===== src/rtl/cfg_bank_pkg.sv =====
package cfg_bank_pkg;
  localparam int DW   = 8;
  localparam int NREG = 8;

  localparam logic [7:0] IDX_CMD  = 8'h08;
  localparam logic [7:0] IDX_VER  = 8'h10;
  localparam logic [7:0] IDX_REV  = 8'h11;
  localparam logic [7:0] IDX_STAT = 8'h12;

  localparam logic [3:0] CMD_PLL = 4'h5;
  localparam logic [3:0] CMD_DPA = 4'hA;

  // writable bits per stored index
  function automatic logic [DW-1:0] reg_mask(input int idx);
    case (idx)
      1:       reg_mask = 8'h37;
      3:       reg_mask = 8'h0F;
      4:       reg_mask = 8'hBF;
      5:       reg_mask = 8'h03;
      default: reg_mask = 8'hFF;
    endcase
  endfunction

  function automatic logic [DW-1:0] reg_reset(input int idx);
    case (idx)
      0:       reg_reset = 8'h41;
      2:       reg_reset = 8'hFF;
      3:       reg_reset = 8'h0F;
      4:       reg_reset = 8'h80;
      5:       reg_reset = 8'h03;
      6:       reg_reset = 8'h1F;
      7:       reg_reset = 8'h80;
      default: reg_reset = 8'h00;
    endcase
  endfunction

  function automatic logic [6:0] dpa_len_of(input logic [1:0] code);
    case (code)
      2'd0:    dpa_len_of = 7'd16;
      2'd1:    dpa_len_of = 7'd32;
      2'd3:    dpa_len_of = 7'd64;
      default: dpa_len_of = 7'd0;
    endcase
  endfunction
endpackage


===== src/rtl/cfg_shadow_regs.sv =====
module cfg_shadow_regs
  import cfg_bank_pkg::*;
(
  input  logic                      clk,
  input  logic                      rst_n,
  input  logic                      wr_en,
  input  logic [7:0]                addr,
  input  logic [DW-1:0]             wdata,
  output logic [NREG-1:0][DW-1:0]   shadow_q
);
  for (genvar i = 0; i < NREG; i++) begin : g_reg
    localparam logic [DW-1:0] MASK = reg_mask(i);
    localparam logic [DW-1:0] RSTV = reg_reset(i);
    logic          wr_hit;
    logic [DW-1:0] d;

    always_comb begin
      wr_hit = wr_en && (addr == 8'(i));
      d      = wdata & MASK;
    end

    always_ff @(posedge clk or negedge rst_n) begin
      if (!rst_n)      shadow_q[i] <= RSTV;
      else if (wr_hit) shadow_q[i] <= d;
    end
  end
endmodule


===== src/rtl/cfg_cmd_decode.sv =====
module cfg_cmd_decode
  import cfg_bank_pkg::*;
(
  input  logic          clk,
  input  logic          rst_n,
  input  logic          wr_en,
  input  logic [7:0]    addr,
  input  logic [DW-1:0] wdata,
  output logic          pll_hit,
  output logic          dpa_hit,
  output logic          pll_load_q,
  output logic          dpa_load_q
);
  always_comb begin
    pll_hit = wr_en && (addr == IDX_CMD) && (wdata[7:4] == CMD_PLL);
    dpa_hit = wr_en && (addr == IDX_CMD) && (wdata[3:0] == CMD_DPA);
  end

  always_ff @(posedge clk or negedge rst_n) begin
    if (!rst_n) begin
      pll_load_q <= 1'b0;
      dpa_load_q <= 1'b0;
    end else begin
      pll_load_q <= pll_hit;
      dpa_load_q <= dpa_hit;
    end
  end
endmodule


===== src/rtl/cfg_working_regs.sv =====
module cfg_working_regs
  import cfg_bank_pkg::*;
(
  input  logic                    clk,
  input  logic                    rst_n,
  input  logic [NREG-1:0][DW-1:0] shadow_q,
  input  logic                    pll_hit,
  input  logic                    dpa_hit,
  output logic [DW-1:0]           loop_q,
  output logic [11:0]             fbdiv_q,
  output logic [1:0]              res_q
);
  localparam logic [DW-1:0] LOOP_RST = reg_reset(1);
  localparam logic [11:0]   FB_RST   = {reg_reset(3)[3:0], reg_reset(2)};
  localparam logic [1:0]    RES_RST  = reg_reset(5)[1:0];

  logic [DW-1:0] loop_d;
  logic [11:0]   fbdiv_d;
  logic [1:0]    res_d;

  always_comb begin
    loop_d  = shadow_q[1];
    fbdiv_d = {shadow_q[3][3:0], shadow_q[2]};
    res_d   = shadow_q[5][1:0];
  end

  always_ff @(posedge clk or negedge rst_n) begin
    if (!rst_n) begin
      loop_q  <= LOOP_RST;
      fbdiv_q <= FB_RST;
    end else if (pll_hit) begin
      loop_q  <= loop_d;
      fbdiv_q <= fbdiv_d;
    end
  end

  always_ff @(posedge clk or negedge rst_n) begin
    if (!rst_n)       res_q <= RES_RST;
    else if (dpa_hit) res_q <= res_d;
  end
endmodule


===== src/rtl/cfg_read_mux.sv =====
module cfg_read_mux
  import cfg_bank_pkg::*;
#(
  parameter logic [7:0] VERSION  = 8'h18,
  parameter logic [7:0] REVISION = 8'h01
) (
  input  logic                    clk,
  input  logic                    rst_n,
  input  logic                    rd_en,
  input  logic [7:0]              addr,
  input  logic [NREG-1:0][DW-1:0] shadow_q,
  input  logic                    pll_lock_in,
  input  logic                    dpa_lock_in,
  output logic [DW-1:0]           rdata_q
);
  logic [DW-1:0] rd_d;

  always_comb begin
    rd_d = '0;
    if (addr < 8'(NREG))        rd_d = shadow_q[addr[2:0]];
    else if (addr == IDX_VER)   rd_d = VERSION;
    else if (addr == IDX_REV)   rd_d = REVISION;
    else if (addr == IDX_STAT)  rd_d = {6'b0, pll_lock_in, dpa_lock_in};
  end

  always_ff @(posedge clk or negedge rst_n) begin
    if (!rst_n)     rdata_q <= '0;
    else if (rd_en) rdata_q <= rd_d;
  end
endmodule


===== src/rtl/dbuf_cfg_bank.sv =====
module dbuf_cfg_bank
  import cfg_bank_pkg::*;
#(
  parameter logic [7:0] VERSION  = 8'h18,
  parameter logic [7:0] REVISION = 8'h01
) (
  input  logic        clk,
  input  logic        rst_n,
  input  logic        wr_en,
  input  logic        rd_en,
  input  logic [7:0]  addr,
  input  logic [7:0]  wdata,
  input  logic        pll_lock_in,
  input  logic        dpa_lock_in,
  output logic [7:0]  rdata,
  output logic [7:0]  in_ctl,
  output logic [7:0]  loop_ctl,
  output logic [11:0] fb_div,
  output logic [7:0]  dpa_ofs,
  output logic [1:0]  dpa_res,
  output logic [6:0]  dpa_len,
  output logic [7:0]  out_ctl,
  output logic [7:0]  osc_ctl,
  output logic        pll_load,
  output logic        dpa_load
);
  logic [NREG-1:0][DW-1:0] shadow_q;
  logic pll_hit, dpa_hit;

  cfg_shadow_regs u_shadow (
    .clk(clk), .rst_n(rst_n), .wr_en(wr_en), .addr(addr),
    .wdata(wdata), .shadow_q(shadow_q)
  );

  cfg_cmd_decode u_cmd (
    .clk(clk), .rst_n(rst_n), .wr_en(wr_en), .addr(addr), .wdata(wdata),
    .pll_hit(pll_hit), .dpa_hit(dpa_hit),
    .pll_load_q(pll_load), .dpa_load_q(dpa_load)
  );

  cfg_working_regs u_work (
    .clk(clk), .rst_n(rst_n), .shadow_q(shadow_q),
    .pll_hit(pll_hit), .dpa_hit(dpa_hit),
    .loop_q(loop_ctl), .fbdiv_q(fb_div), .res_q(dpa_res)
  );

  cfg_read_mux #(.VERSION(VERSION), .REVISION(REVISION)) u_rd (
    .clk(clk), .rst_n(rst_n), .rd_en(rd_en), .addr(addr),
    .shadow_q(shadow_q), .pll_lock_in(pll_lock_in),
    .dpa_lock_in(dpa_lock_in), .rdata_q(rdata)
  );

  always_comb begin
    in_ctl  = shadow_q[0];
    dpa_ofs = shadow_q[4];
    out_ctl = shadow_q[6];
    osc_ctl = shadow_q[7];
    dpa_len = dpa_len_of(dpa_res);
  end
endmodule


===== config.mk =====
export PLATFORM = sky130hd
export DESIGN_NAME = dbuf_cfg_bank
export DESIGN_NICKNAME = d
export VERILOG_FILES = /design/src/rtl/cfg_bank_pkg.sv /design/src/rtl/cfg_shadow_regs.sv /design/src/rtl/cfg_cmd_decode.sv /design/src/rtl/cfg_working_regs.sv /design/src/rtl/cfg_read_mux.sv /design/src/rtl/dbuf_cfg_bank.sv
export SDC_FILE = /design/constraint.sdc
export NUM_CORES = 1
export LEC_CHECK = 0
export BUFFER_PORTS_ARGS = -buffer_cell sky130_fd_sc_hd__buf_2
export CAP_MARGIN = 10
export CORE_MARGIN = 2
export CORE_UTILIZATION = 55
export DETAILED_ROUTE_END_ITERATION = 10
export HOLD_SLACK_MARGIN = 0.12
export PLACE_DENSITY_LB_ADDON = 0.05
export SETUP_SLACK_MARGIN = 0.5
export SLEW_MARGIN = 0
export SYNTH_ARGS = -nofsm -noshare
export SYNTH_HDL_FRONTEND = slang
export SYNTH_HIERARCHICAL = 1
export SYNTH_SLANG_ARGS = --single-unit

===== constraint.sdc =====
create_clock -name clk -period 2.55 [get_ports clk]
set_clock_uncertainty 0.2 [all_clocks]
set_input_delay 0.255 -clock clk [delete_from_list [all_inputs] [get_ports clk]]
set_output_delay 0.255 -clock clk [all_outputs]
set_load 0.005 [all_outputs]

# Word level (Yosys, flattened, before mapping)
# Cells that the tools add are included.
# totals
out_inout_bits,71
inputBits,22
ff_bits,79
wordCells,51
# op_classes
n_eq_ne,15
n_reduce_logical,13
order_cmp,2
muxes,7
# op_table
operator,n
equality test 8 x 3 -> 1 bit (second input constant),4
two-way mux 8 bit,4
binary-select mux 8 bit (select 3 bit),1
equality test 8 x 5 -> 1 bit (second input constant),3
case mux 7 bit (3 select lines),1
equality test 8 x 2 -> 1 bit (second input constant),2
logical AND 1 bit,11
equality test 8 x 1 -> 1 bit (second input constant),1
equality test 8 x 4 -> 1 bit (second input constant),1
logical NOT 8 bit,1
< comparator 8 x 4 -> 1 bit (second input constant),1
equality test 4 x 3 -> 1 bit (second input constant),1
equality test 4 bit (second input constant),1
< comparator 3 x 4 -> 1 bit (second input constant),1
equality test 2 x 1 -> 1 bit (second input constant),1
equality test 2 bit (second input constant),1
logical NOT 2 bit,1
two-way mux 2 bit,1

# Logic depth before layout (Yosys ltp)
# depth
ltp_word,5
depth_mapped,6
ltp_nobuf,4

# By module
# The synthesis kept the hierarchy.
# by_module_without_submodules
mod,area_each_um2,seq_area_each_um2,n_inst,cells_each
cfg_shadow_regs,2083.2,1280.0,1,130
cfg_working_regs,913.4,568.0,1,46
cfg_read_mux,863.3,200.2,1,68
cfg_cmd_decode,107.6,50.0,1,9
dbuf_cfg_bank,50.0,0.0,1,8

# Least setup slack after synthesis
# No wires, ideal clock.
# synth_path
kind,input to register
start,in addr[6]
end,reg u_work.loop_q[0]
path_slack_ps,391
setup_ps,125
cell_stages,4
required_time_ps,2225
arrival_time_ps,1834
n_path_buf,1
cell_sequence,or4b_1 nor4_1 buf_6 mux2_4
# synth_via
elab_chain_len,3
# synth_lines
item,line,text
from (decl),dbuf_cfg_bank.sv:11,"input logic [7:0] addr,"
equality test 8 x 4 -> 1 bit,cfg_cmd_decode.sv:15,pll_hit = wr_en && (addr == IDX_CMD) && (wdata[7:4] == CMD_PLL);
logical AND 1 bit (2 in a row),cfg_cmd_decode.sv:15,
via pll_hit,dbuf_cfg_bank.sv:28,"logic pll_hit, dpa_hit;"
to (signal assigned),cfg_working_regs.sv:32,loop_q <= loop_d;
to (decl),cfg_working_regs.sv:9,"output logic [DW-1:0] loop_q,"
# The timed path passes the listed nets, and every way through them passes these cells.
# A chain may end at the register's enable or synchronous reset.

# Final worst setup path
# layout_path
start,in wdata[2]
end,reg u_work.res_q[1]
# layout_via
elab_chain_len,2
# layout_lines
item,line,text
from (decl),dbuf_cfg_bank.sv:12,"input logic [7:0] wdata,"
equality test 4 bit,cfg_cmd_decode.sv:16,dpa_hit = wr_en && (addr == IDX_CMD) && (wdata[3:0] == CMD_DPA);
logical AND 1 bit,cfg_cmd_decode.sv:16,
via dpa_hit,dbuf_cfg_bank.sv:28,
to (signal assigned),cfg_working_regs.sv:39,else if (dpa_hit) res_q <= res_d;
to (decl),cfg_working_regs.sv:11,output logic [1:0] res_q
# The timed path passes the listed nets, and every way through them passes these cells.

==> results.py <==
metrics = {
    "placement": {
        "placed_cell_area_um2": 4582,
        "place_inst": 450,
        "gp_congestion": 0.7847,
        "dpl.hpwl_um": 6248,
        "io_buffers": 87,
    },
    "floorplanning": {
        "ios": 93,
        "die_area_um2": 8004,
        "die_w_um": 89.47,
        "core_um2": 7176,
        "die_h_um": 89.47,
        "row_count": 31,
        "start_util": 0.5599,
    },
    "job": {
        "maxCapViolCount": 0,
    },
    "run_status": {
        "status": "finished clean",
    },
    "worst_setup_path": {
        "critPathLaunch": "wdata[2]",
        "worstSetupPathType": "in2reg",
        "rr_endpoint": "u_rd/rdata_q[3]$_DFFE_PN0P_",
        "ff2ff_path_depth": 4,
        "arrival_ps": 1970,
        "crit_end": "u_work/res_q[1]$_DFFE_PN1P_",
        "r2r_slack_ps": 810,
        "crit_required_ps": 2640,
        "r2r_start": "u_shadow/shadow_q[35]$_DFFE_PN0P_",
        "worst_setup_path_start_kind": "input port",
        "critPathMaxFanout": 8,
        "end_kind": "register",
    },
    "cells_and_area": {
        "syn_to_final_growth_pct": 22.49,
        "fill_cells": 553,
        "nets": 396,
        "seq_area_um2": 2098,
        "final_common_cell": "buf_2",
        "final_cell_mix": "86 x buf_2, 55 x mux2_2, 45 x dfrtp_1, 37 x dfstp_2, 20 x mux2_4",
        "drive_above_1_share": 0.6517,
        "final_area_um2": 4921,
        "n_antenna_cell": 0,
        "final_cells": 478,
        "multi_input_area_um2": 1784,
    },
    "grt": {
        "grt_pass1_wl_um": 13860,
        "grt_use_total": 0.2416,
        "grt_max_degree": 48,
        "antenna_found_initial": 0,
        "gr-total-overflow": 0,
        "grt_pass1_vias": 2575,
    },
    "route": {
        "wire_per_inst_um": 18.78,
        "drtIter0Drc": 100,
        "wirelength_um": 8975,
        "wl_met2_um": 4170,
        "routed-via-count": 2557,
        "first_pass_iters": 4,
        "remaining_drc_errors": 0,
        "ant_nets": 0,
        "top_layer": "met4",
        "post_drt_via_cell_ratio": 5.349,
        "wl_met1_um": 4272,
        "wl_met3_um": 394,
    },
    "clock_tree": {
        "root_buffer": "clkbuf_8",
        "max-clock-path-buffers": 2,
        "insertion_delay_ps": 360,
        "path_clk_slew_ps": 80,
        "cts_tree": "yes",
        "cts.sinks": 82,
        "cts_buffers": 9,
        "cts_max_level": 3,
    },
    "timing": {
        "fin_crit_ps": 1883,
        "max_slew_margin": 0.6621,
        "finalHoldViolCount": 0,
        "tightestPinTransition_ps": 503.1,
        "hold_ws_ps": 138.4,
        "fin_tns_setup_ps": 0,
        "finalMaxSlewViolations": 0,
        "report.final.setup_viol": 0,
        "rsz0062_at_grt": "false",
        "fmax_ghz": 0.5311,
        "finalCritPeriodShare": 0.7384,
    },
    "synth": {
        "ys_seq_elements": 82,
        "yosysSeqAreaShare": 0.5223,
        "synth_flop_cell": "dfrtp_1",
        "yosysWarnings": 6,
        "async_flop_share": 1.000,
        "syn_inst": 261,
        "syn_area_um2": 4018,
        "synth_edf_count": 0,
        "avgSynthCellArea_um2": 15.39,
        "ys_types": 38,
    },
    "pwr": {
        "p_leak_nw": 2.459,
        "irDropWorstVdd_mv": 0.3365,
        "power_density_nw_per_um2": 544.2,
        "p_total_mw": 2.678,
    },
    "hold_path": {
        "hp-start": "addr[4]",
        "worstHoldPathType": "in2reg",
    },
}
kinds of logic (layout without fill, tap and decap cells):
| group | Yosys count | after routing | synth area share |
|---|---|---|---|
| multiplexers | 96 | 96 | 0.3348 |
| flip-flops | 82 | 82 | 0.5223 |
| AND/OR/NAND/NOR | 39 | 39 | 0.07101 |
| buffers and inverters | 30 | 132 | 0.05232 |
| AO/OA/AOI/OAI | 12 | 12 | 0.01775 |
| other | 2 | 18 | 0.001869 |
metal layers:
metal,vias up,global-route usage
li1,1164,-
met3,11,0.03878
met5,-,0
met4,0,0.1045
met1,1310,0.3538
met2,72,0.3582
cell type report:
cell class,count,area share
tap,99,0.02517
sequential,82,0.4264
clock inverter,5,0.01576
clock buffer,11,0.02873
inverter,4,0.003051
timing repair buffer,112,0.1383
multi-input combinational,165,0.3626
cell usage after synthesis, types with 2 or more instances:
cell type	number	share of area
mux4_2	12	0.067
conb_1	2	0.0019
inv_1	4	0.0037
dfstp_2	37	0.24
nand4_2	3	0.0093
nor2b_1	8	0.012
o21ai_1	3	0.0037
buf_2	3	0.0037
mux2_2	55	0.15
a21oi_1	2	0.0025
nand3_1	3	0.0037
nor3b_1	2	0.0037
nor4_1	2	0.0031
nand3_2	2	0.0050
mux2_4	20	0.075
mux4_1	4	0.026
buf_4	19	0.036
o22ai_1	3	0.0047
dfrtp_1	45	0.28
and2_1	2	0.0031
buf_6	3	0.0084
mux2i_1	5	0.012
or4b_1	2	0.0050
nor2_1	6	0.0056
worst max-delay path: stages:
cell and delay, ps:
dlygate4sd3_1 520, buf_2 180, nand4bb_1 210, nor4_1 290, buf_4 200, mux2_2 320
sequential cells by signal, indices dropped and copies added, names as in the netlist:
name and cells:
u_cmd/dpa_load_q 1, u_work/loop_q 8, u_cmd/pll_load_q 1, u_rd/rdata_q 8
u_work/fbdiv_q 12, u_shadow/shadow_q 50, u_work/res_q 2
worst min path at each step:
stage,end,slack (ps),cells past startpoint
final,u_rd/rdata_q[5]$_DFFE_PN0P_,140,4
after global routing,u_rd/rdata_q[5]$_DFFE_PN0P_,160,4
after CTS,u_rd/rdata_q[5]$_DFFE_PN0P_,130,4
after detailed placement,u_work/loop_q[6]$_DFFE_PN0P_,50,1
after global placement,u_work/loop_q[6]$_DFFE_PN0P_,40,1
after floorplan,u_cmd/dpa_load_q$_DFF_PN0_,-240,0
timing repair:
action / CTS / global route
hold buffers: 12 / 0
gates resized for setup: 0 / 0
setup endpoints to repair: 0 / 0
setup buffers: 0 / 0
hold endpoints to repair: 116 / 0
report_power, final:
part	internal [mW]	switching (mW)	total, mW
Combinational	0.127	0.124	0.251
Clock	0.575	0.464	1.04
Sequential	1.36	0.0305	1.39
Total	2.06	0.619	2.68
per-stage QoR:
step | worst slack (ps) | util
floorplan | 513.9 | -
global placement | 329.4 | 0.6385
detailed placement | 297.3 | 0.6385
CTS | 646.0 | 0.6858
global route | 604.2 | 0.6858
finish | 667.0 | 0.6858
No activity file was read; power rests on OpenSTA's default activity.
